===== config.mk =====
export PLATFORM = sky130hd
export DESIGN_NAME = dram_req_arbiter
export DESIGN_NICKNAME = d
export VERILOG_FILES = /design/src/rtl/dra_pkg.sv /design/src/rtl/dra_entry_eval.sv /design/src/rtl/dra_oldest_pick.sv /design/src/rtl/dra_min_pick.sv /design/src/rtl/dram_req_arbiter.sv
export SDC_FILE = /design/constraint.sdc
export NUM_CORES = 1
export LEC_CHECK = 0
export ABC_AREA = 1
export BUFFER_PORTS_ARGS = -buffer_cell sky130_fd_sc_hd__buf_2
export CORE_MARGIN = 3
export CORE_UTILIZATION = 56
export DETAILED_ROUTE_END_ITERATION = 12
export PLACE_DENSITY = 0.77
export RECOVER_POWER = 100
export SLEW_MARGIN = 20
export SYNTH_ARGS = -nofsm -noshare
export SYNTH_HDL_FRONTEND = slang
export SYNTH_SLANG_ARGS = --single-unit

===== constraint.sdc =====
create_clock -name clk -period 24.5 [get_ports clk]
set_clock_uncertainty 0.2 [all_clocks]
set_input_delay 6.125 -clock clk [delete_from_list [all_inputs] [get_ports clk]]
set_output_delay 6.125 -clock clk [all_outputs]
set_load 0.03 [all_outputs]

===== src/rtl/dra_pkg.sv =====
package dra_pkg;

  typedef enum logic [1:0] {
    CLS_NONE   = 2'd0,
    CLS_HIT    = 2'd1,
    CLS_HIDDEN = 2'd2,
    CLS_BUBBLE = 2'd3
  } cls_e;

endpackage


===== src/rtl/dra_entry_eval.sv =====
module dra_entry_eval #(
  parameter int RANK_W = 2,
  parameter int BG_W   = 2,
  parameter int TIME_W = 16,
  parameter int TCK_W  = 6
) (
  input  logic              valid,
  input  logic              row_open,
  input  logic [RANK_W-1:0] rank,
  input  logic [BG_W-1:0]   bg,
  input  logic [TIME_W-1:0] ready,
  input  logic [TIME_W-1:0] now,
  input  logic [TIME_W-1:0] prev_col,
  input  logic [RANK_W-1:0] prev_rank,
  input  logic [BG_W-1:0]   prev_bg,
  input  logic              dir_switch,
  input  logic [TCK_W-1:0]  t_ccd_s,
  input  logic [TCK_W-1:0]  t_ccd_l,
  input  logic [TCK_W-1:0]  t_cs,
  input  logic [TCK_W-1:0]  t_rcd,
  input  logic [TCK_W-1:0]  t_turn,
  output logic [TIME_W-1:0] prep_at,
  output logic              hit,
  output logic              hidden,
  output logic              bubble
);
  localparam int EXT_W = TIME_W + 2;

  logic [EXT_W-1:0] spacing;
  logic [EXT_W-1:0] turn_add;
  logic [EXT_W-1:0] seam_at;
  logic [EXT_W-1:0] col_at;
  logic             no_gap;

  // ready times in the past are treated as now
  always_comb begin
    prep_at = (ready > now) ? ready : now;
  end

  // deadline for a gap-free burst
  always_comb begin
    if (rank != prev_rank)
      spacing = EXT_W'(t_ccd_s) + EXT_W'(t_cs);
    else if (bg == prev_bg)
      spacing = EXT_W'(t_ccd_l);
    else
      spacing = EXT_W'(t_ccd_s);
    turn_add = dir_switch ? EXT_W'(t_turn) : '0;
    seam_at  = EXT_W'(prev_col) + spacing + turn_add;
  end

  always_comb begin
    col_at = EXT_W'(prep_at) + (row_open ? '0 : EXT_W'(t_rcd));
    no_gap = (col_at <= seam_at);
    hit    = valid &  row_open &  no_gap;
    hidden = valid & ~row_open &  no_gap;
    bubble = valid &  row_open & ~no_gap;
  end

endmodule


===== src/rtl/dra_oldest_pick.sv =====
module dra_oldest_pick #(
  parameter int N = 8
) (
  input  logic [N-1:0] req,
  output logic [N-1:0] gnt,
  output logic         any
);
  // lowest set bit = oldest entry
  always_comb begin
    gnt = req & (~req + N'(1));
    any = |req;
  end

endmodule


===== src/rtl/dra_min_pick.sv =====
module dra_min_pick #(
  parameter int N      = 8,
  parameter int TIME_W = 16
) (
  input  logic [N-1:0]        valid,
  input  logic [N*TIME_W-1:0] times,
  output logic [N-1:0]        gnt
);
  logic [TIME_W-1:0] best_t;
  logic              have;

  // strict less-than keeps the lowest index on ties
  always_comb begin
    gnt    = '0;
    best_t = '0;
    have   = 1'b0;
    for (int i = 0; i < N; i++) begin
      if (valid[i] && (!have || times[i*TIME_W +: TIME_W] < best_t)) begin
        gnt    = '0;
        gnt[i] = 1'b1;
        best_t = times[i*TIME_W +: TIME_W];
        have   = 1'b1;
      end
    end
  end

endmodule


===== src/rtl/dram_req_arbiter.sv =====
module dram_req_arbiter #(
  parameter int N      = 8,
  parameter int RANK_W = 2,
  parameter int BG_W   = 2,
  parameter int TIME_W = 16,
  parameter int TCK_W  = 6
) (
  input  logic                clk,
  input  logic                rst,
  input  logic [N-1:0]        req_valid,
  input  logic [N-1:0]        req_open,
  input  logic [N*RANK_W-1:0] req_rank,
  input  logic [N*BG_W-1:0]   req_bg,
  input  logic [N*TIME_W-1:0] req_ready,
  input  logic [TIME_W-1:0]   now,
  input  logic [TIME_W-1:0]   prev_col,
  input  logic [RANK_W-1:0]   prev_rank,
  input  logic [BG_W-1:0]     prev_bg,
  input  logic                dir_switch,
  input  logic [TCK_W-1:0]    t_ccd_s,
  input  logic [TCK_W-1:0]    t_ccd_l,
  input  logic [TCK_W-1:0]    t_cs,
  input  logic [TCK_W-1:0]    t_rcd,
  input  logic [TCK_W-1:0]    t_turn,
  output logic [N-1:0]        grant,
  output logic                found,
  output logic                seamless
);
  import dra_pkg::*;

  logic [N-1:0]        hit, hidden, bubble;
  logic [N*TIME_W-1:0] prep_flat;
  logic [N-1:0]        g_hit, g_hidden, g_bubble, g_min;
  logic                a_hit, a_hidden, a_bubble;
  logic [N-1:0]        grant_d;
  cls_e                cls_d;

  logic [N-1:0]        grant_q;
  logic                found_q;
  logic                seamless_q;

  for (genvar i = 0; i < N; i++) begin : g_ent
    dra_entry_eval #(
      .RANK_W(RANK_W), .BG_W(BG_W), .TIME_W(TIME_W), .TCK_W(TCK_W)
    ) u_eval (
      .valid     (req_valid[i]),
      .row_open  (req_open[i]),
      .rank      (req_rank[i*RANK_W +: RANK_W]),
      .bg        (req_bg[i*BG_W +: BG_W]),
      .ready     (req_ready[i*TIME_W +: TIME_W]),
      .now       (now),
      .prev_col  (prev_col),
      .prev_rank (prev_rank),
      .prev_bg   (prev_bg),
      .dir_switch(dir_switch),
      .t_ccd_s   (t_ccd_s),
      .t_ccd_l   (t_ccd_l),
      .t_cs      (t_cs),
      .t_rcd     (t_rcd),
      .t_turn    (t_turn),
      .prep_at   (prep_flat[i*TIME_W +: TIME_W]),
      .hit       (hit[i]),
      .hidden    (hidden[i]),
      .bubble    (bubble[i])
    );
  end

  dra_oldest_pick #(.N(N)) u_pick_hit    (.req(hit),    .gnt(g_hit),    .any(a_hit));
  dra_oldest_pick #(.N(N)) u_pick_hidden (.req(hidden), .gnt(g_hidden), .any(a_hidden));
  dra_oldest_pick #(.N(N)) u_pick_bubble (.req(bubble), .gnt(g_bubble), .any(a_bubble));

  dra_min_pick #(.N(N), .TIME_W(TIME_W)) u_pick_min (
    .valid(req_valid),
    .times(prep_flat),
    .gnt  (g_min)
  );

  // class priority: hit, hidden activate, bubble, then soonest ready
  always_comb begin
    if (a_hit) begin
      cls_d   = CLS_HIT;
      grant_d = g_hit;
    end else if (a_hidden) begin
      cls_d   = CLS_HIDDEN;
      grant_d = g_hidden;
    end else if (a_bubble) begin
      cls_d   = CLS_BUBBLE;
      grant_d = g_bubble;
    end else begin
      cls_d   = CLS_NONE;
      grant_d = g_min;
    end
  end

  always_ff @(posedge clk) begin
    if (rst) begin
      grant_q    <= '0;
      found_q    <= 1'b0;
      seamless_q <= 1'b0;
    end else begin
      grant_q    <= grant_d;
      found_q    <= |req_valid;
      seamless_q <= (cls_d == CLS_HIT) || (cls_d == CLS_HIDDEN);
    end
  end

  assign grant    = grant_q;
  assign found    = found_q;
  assign seamless = seamless_q;

  p_onehot_r3: assert property (@(posedge clk) disable iff (rst)
    found_q |-> $onehot(grant_q));

  p_idle_zero_r3: assert property (@(posedge clk) disable iff (rst)
    !found_q |-> ($countones(grant_q) == 0));

  p_no_valid_r3: assert property (@(posedge clk) disable iff (rst)
    !(|req_valid) |=> !found_q);

  p_grant_valid_r3: assert property (@(posedge clk) disable iff (rst)
    found_q |-> ((grant_q & ~$past(req_valid)) == '0));

  p_hit_wins_r4: assert property (@(posedge clk) disable iff (rst)
    (|hit) |=> (seamless_q && ((grant_q & $past(hit)) != '0)));

  p_seam_found_r11: assert property (@(posedge clk) disable iff (rst)
    seamless_q |-> found_q);

endmodule


== Word level (Yosys, flattened, before mapping) ==
Cells that the tools add are included.

* Output and inout bits: 10
* Word-level logic and storage cells: 221
* Register bits: 10
* Bits of input ports: 245

* Bitwise operators: 62
* Mux-type cells: 61
* Eq/ne operators: 18
* Add/subtract/negate cells: 28
* $lt $le $gt $ge: 23
* Reduce and logical (&&, ||, !) cells: 26

{| class="wikitable"
|+ Operator list
! cell !! number
|-
| adder 16 x 18 -> 18 bit || 16
|-
| two-way mux 16 bit || 15
|-
| adder 18 bit || 8
|-
| less-or-equal comparator 18 bit || 8
|-
| two-way mux 18 bit || 8
|-
| > comparator 16 bit || 8
|-
| less-than comparator 16 bit || 7
|-
| two-way mux 6 bit || 17
|-
| two-way mux 8 bit || 10
|-
| AND 1 bit || 40
|-
| OR reduction 8 bit || 4
|-
| adder 8 x 1 -> 8 bit, second input constant || 3
|-
| AND 8 bit || 3
|-
| NOT 8 bit || 3
|-
| equality test 2 bit || 8
|-
| != test 2 bit || 8
|-
| NOT 1 bit || 16
|-
| logical OR 1 bit || 8
|-
| two-way mux 1 bit || 8
|-
| adder 6 x 6 -> 7 bit || 1
|-
| logical AND 1 bit || 7
|-
| logical NOT 1 bit || 7
|-
| two-way mux 2 bit || 3
|-
| equality test 2 x 1 -> 1 bit, second input constant || 1
|-
| equality test 2 bit, second input constant || 1
|}

== Longest topological paths before layout ==
Gate-level depths: netlist of the first run.

* Depth in word-level cells: 34
* Mapped depth: 118
* Mapped depth without buffers: 111

== Modules after synthesis ==
A second synthesis of the first run with hierarchy kept.

* Cell total of the unflattened synthesis: 4157
* Area total of the unflattened synthesis: 25869.8 sq um

{| class="wikitable"
|+ Modules (own cells, without submodules)
! module !! sequential area each (sq um) !! times used !! cells each !! area each (sq um)
|-
| dra_entry_eval at g_ent[0].u_eval ... || 0.0 || 3 || 423 || 2646.3
|-
| dra_entry_eval at g_ent[6].u_eval ... || 0.0 || 2 || 416 || 2667.6
|-
| dra_min_pick || 0.0 || 1 || 612 || 3593.4
|-
| dra_entry_eval at g_ent[3].u_eval || 0.0 || 1 || 422 || 2695.1
|-
| dra_entry_eval at g_ent[5].u_eval || 0.0 || 1 || 420 || 2680.1
|-
| dra_entry_eval at g_ent[2].u_eval || 0.0 || 1 || 419 || 2635.0
|-
| dram_req_arbiter || 200.2 || 1 || 114 || 658.1
|-
| dra_oldest_pick || 0.0 || 3 || 23 || 111.4
|}

== Least setup slack after synthesis of the first run ==
OpenSTA, ideal clock, no wires.

* Kind: input port to flip-flop
* From: input now[11]
* To: register grant_q[5] (netlist: grant[5])
* Required time: 24.171 ns
* Setup time: 0.129 ns
* Data arrival time: 17.829 ns
* Stages on the path: 88
* Buffers on the path: 10
* Setup slack: 6.342 ns
* Path through: clkbuf_1 -> inv_1 -> ha_1 -> a21oi_1 -> o21ai_1 -> a21oi_1 -> nand2_1 -> nand2_1 -> clkbuf_1 -> clkbuf_1 -> nand2_1 -> o21ai_0 -> nand2_1 -> ha_1 -> nand4_1 -> o221a_2 -> nand2_1 -> nand2_1 -> [52 not listed] -> nand2_1 -> nand2_1 -> nand2_2 -> clkbuf_1 -> nand2_1 -> o21ai_0 -> ha_1 -> a21oi_1 -> nor2_1 -> a211oi_1 -> o221a_2 -> nand2_2 -> nand2_2 -> nand2_4 -> nand2_1 -> nand2_1 -> nand2_1 -> a21oi_2

* Longest elaborated chain between the ends: 34
* Elaborated cells on any way between the ends: 125
* Classes of those cells: add/sub (11); order compare (23); mux (30); bitwise (38); reduce/logical (23)

{| class="wikitable"
|+ Ends and longest elaborated chain
! what !! line !! RTL
|-
| from (decl) || dram_req_arbiter.sv:15 || <nowiki>input logic [TIME_W-1:0] now,</nowiki>
|-
| > comparator 16 bit || dra_entry_eval.sv:37 || <nowiki>prep_at = (ready > now) ? ready : now;</nowiki>
|-
| two-way mux 16 bit || dra_entry_eval.sv:37 ||
|-
| two-way mux 16 bit || dra_min_pick.sv:18 || <nowiki>if (valid[i] && (!have || times[i*TIME_W +: TIME_W] < best_t)) begin</nowiki>
|-
| less-than comparator 16 bit || dra_min_pick.sv:18 ||
|-
| logical OR 1 bit || dra_min_pick.sv:18 ||
|-
| logical AND 1 bit || dra_min_pick.sv:18 ||
|-
| two-way mux 16 bit / two-way mux 1 bit (equally long branches) || dra_min_pick.sv:18 ||
|-
| less-than comparator 16 bit / logical NOT 1 bit (equally long branches) || dra_min_pick.sv:18 ||
|-
| [18 not listed] || n/a ||
|-
| two-way mux 16 bit / two-way mux 1 bit (equally long branches) || dra_min_pick.sv:18 ||
|-
| less-than comparator 16 bit / logical NOT 1 bit (equally long branches) || dra_min_pick.sv:18 ||
|-
| logical OR 1 bit || dra_min_pick.sv:18 ||
|-
| logical AND 1 bit || dra_min_pick.sv:18 ||
|-
| two-way mux 8 bit || dra_min_pick.sv:18 ||
|-
| two-way mux 8 bit || dram_req_arbiter.sv:86 || <nowiki>end else if (a_bubble) begin</nowiki>
|-
| two-way mux 8 bit || dram_req_arbiter.sv:83 || <nowiki>end else if (a_hidden) begin</nowiki>
|-
| two-way mux 8 bit (*) || dram_req_arbiter.sv:80 || <nowiki>if (a_hit) begin</nowiki>
|-
| to (signal assigned) || dram_req_arbiter.sv:101 || <nowiki>grant_q <= grant_d;</nowiki>
|-
| to (decl) || dram_req_arbiter.sv:38 || <nowiki>logic [N-1:0] grant_q;</nowiki>
|}

Mark *: on every way between the ends. The rest lies on a longest branch, timed or not.
A chain may end at the register's enable or synchronous reset.

== Worst setup path in the final report of the first run ==
* From: input now[12]
* To: register grant_q[5] (netlist: grant[5])

Same word-level chain as after synthesis.

==> results of run 1 <==
==> logic make-up after synthesis <==
logic type | Yosys count
AOI/OAI and AO/OA | 684
adders and majority gates | 551
buffers and inverters | 619
xor gates and xnor gates | 239
muxes | 8
DFF | 10
and+or+nand+nor | 1251
==> registers in the layout (all words and copies together) (netlist names) <==
signal	cells
grant	8
seamless	1
found	1
==> power breakdown <==
group	internal (mW)	switching [mW]	leakage [nW]
registers	0.0180	0.00125	0.0821
clock network	0.0248	0.0104	0.0442
logic	0.449	0.765	12.6
==> cell type report <==
cell class,instances,area (um2)
diodes,4,10.0
repair buffers,265,1340
fillers,3725,14100
clock buffers,4,88.8
flip-flops and latches,10,200
well taps,468,586
multi-input cells,2733,18500
inverters,533,2000
==> worst paths after layout <==
kind    start        to  slack (ps)  cells after the start
max   now[12]  grant[5]        2540                     81
min       rst  grant[5]        6010                      2
==> metal layers <==
metal,up-vias,track usage (%)
met4,0,18.8
met3,264,6.66
met5,-,0
li1,11500,-
met1,10700,43.0
met2,1013,64.9
==> metrics by stage <==
| step | std cells | util, % |
|---|---|---|
| after floorplan | 3362 | - |
| after global placement | 4009 | 61.5 |
| after detailed placement | 4009 | 61.5 |
| after CTS | 4013 | 61.7 |
| after global routing | 4017 | 61.7 |
| final | 4017 | 61.7 |
==> placed cells by master, fill, tap and decap left out, types with 9 or more instances in the layout <==
cell type | Yosys | layout
nand3_1 | 121 | 121
fa_1 | 65 | 65
nor3_1 | 47 | 47
inv_1 | 518 | 518
a31oi_1 | 13 | 13
clkbuf_1 | 70 | 12
dfxtp_1 | 10 | 10
nand4_1 | 39 | 39
a21o_1 | 9 | 9
buf_2 | 2 | 243
nand2_1 | 700 | 704
a211oi_1 | 21 | 21
nand2_2 | 15 | 11
clkinv_1 | 9 | 9
o21bai_1 | 31 | 31
o21ai_0 | 279 | 278
nor2_1 | 288 | 288
ha_1 | 486 | 486
or2_2 | 10 | 10
xnor2_1 | 62 | 62
xor2_1 | 177 | 177
a21oi_1 | 286 | 286
o221ai_1 | 12 | 12
buf_4 | 0 | 10
==> worst max-delay path, delay by kind of cell <==
family                   cells  cell delay (ps)
AO/OA/AOI/OAI               23             6510
AND/OR/NAND/NOR             47             5700
adder cells (fa/ha/maj)      8             2740
buffers and inverters        3              780
==> flow_summary.toml, run 1 <==
[logic_synthesis]
synth_top_family_by_area = "adder cells"
netlist-cell-type-count = 49
synth_edf_count = 0
yosysTopAreaCellShare_pct = 29.0
synth_most_common_cell = "nand2_1"
async_flop_share_pct = 0
synth.ff_latch_count = 10
synth_top_area_cell = "ha_1"
synth_seq_area_share_pct = 0.953
ys_warn_count = 0
synth_mux_area_share_pct = 0.381
mappedNetlistNets = 4158
synth_area_um2 = 21000
synth.area.top_cells = "ha_1 29%, nand2_1 13%, inv_1 9.3%"
syn_inst = 3362
syn_area_per_cell_um2 = 6.25
synth-adder-area-share_pct = 35.2
synth-xor-area-share_pct = 9.97
ys.flop_type = "dfxtp_1"
synthTopCellsByCount = "700 x nand2_1, 518 x inv_1, 486 x ha_1"
synthSimpleGateAreaFrac_pct = 24.6
synth_compound_area_share_pct = 17.8

[flow_run]
drv_cap = 0

[cts]
cts_resized = 0
cts_setup_buffers = 0
cts_sinks = 10
ctsHoldBuffers = 0
cts_tree = "built"
cts_made_buffers = 3
path_clk_slew_ps = 50
cts_max_path_buffers = 2
cts_root_buf = "clkbuf_16"
htreeDepth = 1

[cells_and_area]
drive_gt1_share_pct = 8.27
postLayoutCellArea_um2 = 22700
nets = 4342
syn_to_final_growth_pct = 8.00

[sta]
clock.fmax_mhz = 45.5
maxSlewHeadroom_pct = 17.5
final.period_utilization_pct = 89.6
hold_ws_ps = 6010
period_needed_ps = 21960
hold_viol_final = 0
rsz0062_at_grt = "no"
worst_pin_slew_ps = 1230
finalSetupViolCount = 0
drv_slew = 0
timing.final.ws_setup_ps = 2540
setup_tns_ps = 0

[routing]
viasPerCell = 5.84
drt-met1-wl_um = 29500
routed_wl_um = 76600
drc = 0
met2_length_um = 36200
drt-pass1-iter-count = 6
vias = 23500
routedWlPerCell_um = 19.1
top_layer = "met4"
antenna_left = 0
drt-initial-drc-count = 1844
wl_met3_um = 6220

[global_routing]
grt_first_pass_wirelength_um = 115000
grt_start_max_net_pins = 36
grt.overflow.total = 0
track_usage_pct = 36.9
grt_antenna_before_repair = 4
grt_pass1_vias = 22700

[run_status]
outcome = "finished clean"

[placed_design]
place_congestion = 0.968
dpl-instance-area_um2 = 22600
place_hpwl_um = 65800
numPortBuffers = 254
pre_cts_slack_ps = 3470

[worst_setup_path]
crit_top_cell = "nand2_1"
cp-end-kind = "register"
path_max_fanout = 35
crit_arrival_ps = 21900
slowest_delay_ps = 750
criticalPathCategory = "input pin to register"
slowest_stage = "o21ai_0"
start_kind = "input pin"
worst_ep_required_time_ps = 24430

[die]
die_h_um = 200
rows = 70
core-area_um2 = 36800
dieWidth_um = 200
ios = 255
start_util_pct = 57.1
die_area_um2 = 39900

[pwr]
powerDensity_nw_per_um2 = 55.9
peakVddDrop_mv = 0.0541
p_leak_nw = 12.7
total_power_mw = 1.27

[min_path]
hp-class = "input pin to register"
No activity file was read; power rests on OpenSTA's default activity.
==> run 2, diff against run 1 <==
--- a/config.mk
+++ b/config.mk
@@ -11,7 +11,7 @@
 export CORE_UTILIZATION = 56
 export DETAILED_ROUTE_END_ITERATION = 12
 export PLACE_DENSITY = 0.77
-export RECOVER_POWER = 100
+export RECOVER_POWER = 25
 export SLEW_MARGIN = 20
 export SYNTH_ARGS = -nofsm -noshare
 export SYNTH_HDL_FRONTEND = slang
==> run 2 against run 1 <==
Against the previous run:
- sequential power barely moved
- sequential share of layout area barely moved
- die area is the same
- combinational power is essentially flat
- hold slack better by 0.79 ps
- largest power group unchanged
- highest routed layer unchanged
==> flow_summary.toml, run 2 (synthesis gave the netlist of run 1 again) <==
[run_status]
outcome = "finished clean"

[cells_and_area]
final_common_cell = "nand2_1"
postLayoutCellArea_um2 = 22700
syn_to_final_growth_pct = 8.10
largest_reg_flops = 8
nets = 4342
most-common-layout-cells = "700 x nand2_1, 518 x inv_1, 486 x ha_1"
drive_gt1_share_pct = 8.58

[die]
die_h_um = 200
rows = 70
ios = 255
dieWidth_um = 200
start_util_pct = 57.1
core-area_um2 = 36800
die_area_um2 = 39900

[cts]
cts_max_path_buffers = 2
htreeDepth = 1
path_clk_slew_ps = 50
cts_tree = "built"
cts_root_buf = "clkbuf_16"
cts_sinks = 10
cts_setup_buffers = 0
cts_made_buffers = 3
cts_resized = 0
ctsHoldBuffers = 0

[routing]
drt-initial-drc-count = 1809
drt-pass1-iter-count = 6
routed_wl_um = 76700
routedWlPerCell_um = 19.1
vias = 23600
viasPerCell = 5.86
antenna_left = 0
drc = 0

[pwr]
p_leak_nw = 12.8
powerDensity_nw_per_um2 = 56.0
peakVddDrop_mv = 0.0537

[worst_setup_path]
cp-end-kind = "register"
crit_family = "compound AO/OA/AOI/OAI gates"
crit_top_cell = "nand2_1"
start_kind = "input pin"
worst_ep_required_time_ps = 24430
crit_arrival_ps = 21170
crit_start = "now[12]"
slowest_delay_ps = 630
slowest_stage = "o21ai_0"
criticalPathCategory = "input pin to register"
path_max_fanout = 35
path_buf_inv = 3

[min_path]
holdPathEnd = "grant[5]"
worst_hold_startpoint = "rst"
hp-class = "input pin to register"
whs_path_depth = 2

[sta]
timing.final.ws_setup_ps = 3260
hold_viol_final = 0
worst_pin_slew_ps = 1260
hold_ws_ps = 6010
clock.fmax_mhz = 47.1
final.period_utilization_pct = 86.7
rsz0062_at_grt = "no"
drv_slew = 0
maxSlewHeadroom_pct = 15.3
finalSetupViolCount = 0
period_needed_ps = 21240
setup_tns_ps = 0

[global_routing]
track_usage_pct = 36.9
grt_pass1_vias = 22700
grt.overflow.total = 0
grt.busiest_layer = "met2"
gr-usage-met3_pct = 6.66
met1_usage_pct = 43.0
grtUsageMet2_pct = 64.9
grt_antenna_before_repair = 4
grt_first_pass_wirelength_um = 115000
grt_start_max_net_pins = 36

[placed_design]
place_congestion = 0.968
numPortBuffers = 254
place_hpwl_um = 65800
pre_cts_slack_ps = 3470
dpl-instance-area_um2 = 22600

[flow_run]
drv_cap = 0
run 2: changes by cell type in the layout (fill, tap and decap cells not counted):
| cell | previous run | this run |
|---|---|---|
| nand2_2 | 11 | 15 |
| nand2_1 | 704 | 700 |
| buf_2 | 243 | 249 |
| clkbuf_1 | 12 | 5 |
| buf_4 | 10 | 11 |
run 2: per-layer routing:
| layer | part of all wire [%] | routed length [um] |
|---|---|---|
| met4 | 6.0 | 4580 |
| met1 | 38 | 29400 |
| met2 | 47 | 36300 |
| met5 | 0 | 0 |
| met3 | 8.3 | 6400 |
run 2: power by group:
| part | total, mW | switching [mW] | internal (mW) |
|---|---|---|---|
| clock | 0.0352 | 0.0104 | 0.0248 |
| sequential | 0.0192 | 0.00120 | 0.0180 |
| combinational | 1.22 | 0.767 | 0.450 |
run 2: how the worst max path moves through the flow:
| stage | to | slack [ps] | cells past startpoint |
|---|---|---|---|
| 6_report | grant[5] | 3260 | 79 |
| 5_1_grt | grant[2] | 2020 | 83 |
| 4_1_cts | grant[5] | 3690 | 81 |
| 3_5_place_dp | grant[5] | 3470 | 81 |
| 3_3_place_gp | grant[5] | 4030 | 82 |
| 2_1_floorplan | grant[5] | 6340 | 88 |
run 2: metrics by stage:
| step | std cells | power [mW] | util [%] |
|---|---|---|---|
| floorplan | 3362 | 0.900 | - |
| global placement | 4009 | 1.16 | 61.5 |
| detailed placement | 4009 | 1.21 | 61.5 |
| CTS | 4013 | 1.25 | 61.7 |
| global route | 4017 | 1.44 | 61.7 |
| finish | 4017 | 1.27 | 61.7 |
run 2: area by class of cell:
class	count	area, um2
Multi-Input combinational cell	2733	18500
Fill cell	3715	14100
Inverter	533	2000
Timing Repair Buffer	265	1350
Tap cell	468	586
Sequential cell	10	200
Clock buffer	4	88.8
Antenna cell	4	10.0
==> run 3, diff against run 2 <==
--- a/config.mk
+++ b/config.mk
@@ -10,9 +10,10 @@
 export CORE_MARGIN = 3
 export CORE_UTILIZATION = 56
 export DETAILED_ROUTE_END_ITERATION = 12
-export PLACE_DENSITY = 0.77
-export RECOVER_POWER = 25
+export PLACE_DENSITY = 0.76
+export RECOVER_POWER = 100
 export SLEW_MARGIN = 20
 export SYNTH_ARGS = -nofsm -noshare
 export SYNTH_HDL_FRONTEND = slang
+export SYNTH_HIERARCHICAL = 1
 export SYNTH_SLANG_ARGS = --single-unit
==> run 3 against run 2 <==
Against the previous run:
- the flow now finishes with violations (max-capacitance violations, max-slew violations)
- largest power group unchanged
- critical path type unchanged
- utilization fell by 0.97 points
- via count rose by 17%
- total power rose by 9.1%
- count of clock-buffer cells in the layout did not move
- flip-flop and latch count did not move
- routed wire length rose by 11%
==> flow_summary.toml, run 3 <==
[run_status]
outcome = "complete, but fails checks"
violations = "max-capacitance violations, max-slew violations"

[worst_setup_path]
path_buf_inv = 6
cp_num_cells = 83
slowest_delay_ps = 1380
path_max_fanout = 34
crit_arrival_ps = 21700
crit_top_cell = "nand2_1"
cp-end-kind = "register"
worst_ep_required_time_ps = 24430
slowest_stage = "clkbuf_1"
crit_family = "compound AO/OA/AOI/OAI gates"
criticalPathCategory = "input pin to register"
start_kind = "input pin"

[pwr]
p_sw_mw = 0.855
total_power_mw = 1.39
combPwrFrac_pct = 96.0
swShare_pct = 61.6
power_frac_clock_pct = 2.5
powerDensity_nw_per_um2 = 50.2
peakVddDrop_mv = 0.0231
power_frac_seq_pct = 1.5
p_leak_nw = 15.7
p_int_mw = 0.532

[routing]
vias = 27500
drt-pass1-iter-count = 6
drc = 0
routedWlPerCell_um = 17.1
viasPerCell = 5.54
routed_wl_um = 85000
antenna_left = 0
drt-initial-drc-count = 1960

[cells_and_area]
most-common-layout-cells = "888 x nand2_1, 768 x inv_1, 529 x ha_1"
drive_gt1_share_pct = 12.2
nets = 5213
post_layout_nonfiller_instances = 4968
final_core_util_pct = 60.8
final_common_cell = "nand2_1"
largest_reg_flops = 8
syn_to_final_growth_pct = 6.80
fill_cells = 4594

[logic_synthesis]
synthTopCellsByCount = "888 x nand2_1, 768 x inv_1, 529 x ha_1"
synth_top_area_cell = "ha_1"
synth_edf_count = 0
netlist-cell-type-count = 57
synth_seq_area_share_pct = 0.774
synth.area.top_cells = "ha_1 26%, nand2_1 13%, inv_1 11%"
ys_warn_count = 6
synth.ff_latch_count = 10
ys.flop_type = "dfxtp_1"
yosysTopAreaCellShare_pct = 25.6
syn_area_per_cell_um2 = 6.22
synth_area_um2 = 25900
async_flop_share_pct = 0
synth_most_common_cell = "nand2_1"
syn_inst = 4157
mappedNetlistNets = 5003

[sta]
final.period_utilization_pct = 88.8
clock.fmax_mhz = 45.9
hold_viol_final = 0
period_needed_ps = 21770
setup_tns_ps = 0
worst_pin_slew_ps = 1980
timing.final.ws_setup_ps = 2730
rsz0062_at_grt = "no"
maxSlewHeadroom_pct = -31.8
drv_slew = 17
finalSetupViolCount = 0

[die]
dieWidth_um = 221
ios = 255
die_area_um2 = 48800
start_util_pct = 56.9
core-area_um2 = 45500
die_h_um = 221
rows = 78

[flow_run]
drv_cap = 1

[cts]
cts_sinks = 10
htreeDepth = 1
cts_max_path_buffers = 2
path_clk_slew_ps = 50
cts_made_buffers = 3
ctsHoldBuffers = 0
cts_resized = 0
cts_setup_buffers = 0
cts_root_buf = "clkbuf_16"
cts_tree = "built"

[global_routing]
grt_pass1_vias = 25500
grt_start_max_net_pins = 49
grt_antenna_before_repair = 2
grt_first_pass_wirelength_um = 132000
grt.overflow.total = 0
track_usage_pct = 33.2

[min_path]
whs_path_depth = 2
hp-class = "input pin to register"

[placed_design]
pre_cts_slack_ps = 4150
post-place-cells = 4962
place_hpwl_um = 70600
numPortBuffers = 254
place_congestion = 1.02
[run 3: cell count changes in the layout (fill, tap and decap cells not counted), moves of 55 or more]
cell	previous run	this run
nand3_1	121	206
inv_1	518	768
nand2_2	15	91
nor2_1	288	343
o21ai_0	278	180
xor2_1	177	106
nand2_1	700	888
[run 3: worst paths after layout]
check	start	to
worst max-delay path	now[10]	grant[6]
worst min-delay path	rst	found
[run 3: power groups by stage]
| stage | logic (mW) | registers [mW] | clock network, mW |
|---|---|---|---|
| floorplan | 0.989 | 0.0219 | 0 |
| global placement | 1.29 | 0.0203 | 0 |
| detailed placement | 1.31 | 0.0202 | 0 |
| CTS | 1.31 | 0.0200 | 0.0349 |
| global route | 1.52 | 0.0201 | 0.0357 |
| finish | 1.33 | 0.0203 | 0.0352 |
[run 3: metal layers]
layer | vias to the layer above | global-route usage [%] | share of wire (%)
met4 | 2 | 15.7 | 5.8
met2 | 1054 | 57.0 | 46
li1 | 13900 | - | -
met3 | 263 | 4.06 | 7.3
met1 | 12300 | 41.4 | 41
met5 | - | 0 | 0.0082
[run 3: cells by family after synthesis]
group           Yosys count  synth area share [%]
buf+inv                 846                  12.9
xor+xnor                221                  7.48
simple gates           1818                  33.2
mux                       1                0.0387
compound gates          660                  14.4
fa+ha+maj               601                  31.2
flops                    10                 0.774
[run 3: final cells by class]
| class | instances | area, um2 | area share, % |
|---|---|---|---|
| Multi-Input combinational cell | 3301 | 22300 | 80.8 |
| Inverter | 793 | 2980 | 10.8 |
| Timing Repair Buffer | 258 | 1290 | 4.66 |
| Tap cell | 600 | 751 | 2.72 |
| Sequential cell | 10 | 200 | 0.725 |
| Clock buffer | 4 | 88.8 | 0.322 |
| Antenna cell | 2 | 5.00 | 0.0181 |
[run 3: metrics by stage]
step,hold slack [ps],area (um2)
global placement,6270,27600
global route,6030,27600
detailed placement,6270,27600
floorplan,6110,25900
finish,6020,27600
CTS,6020,27700
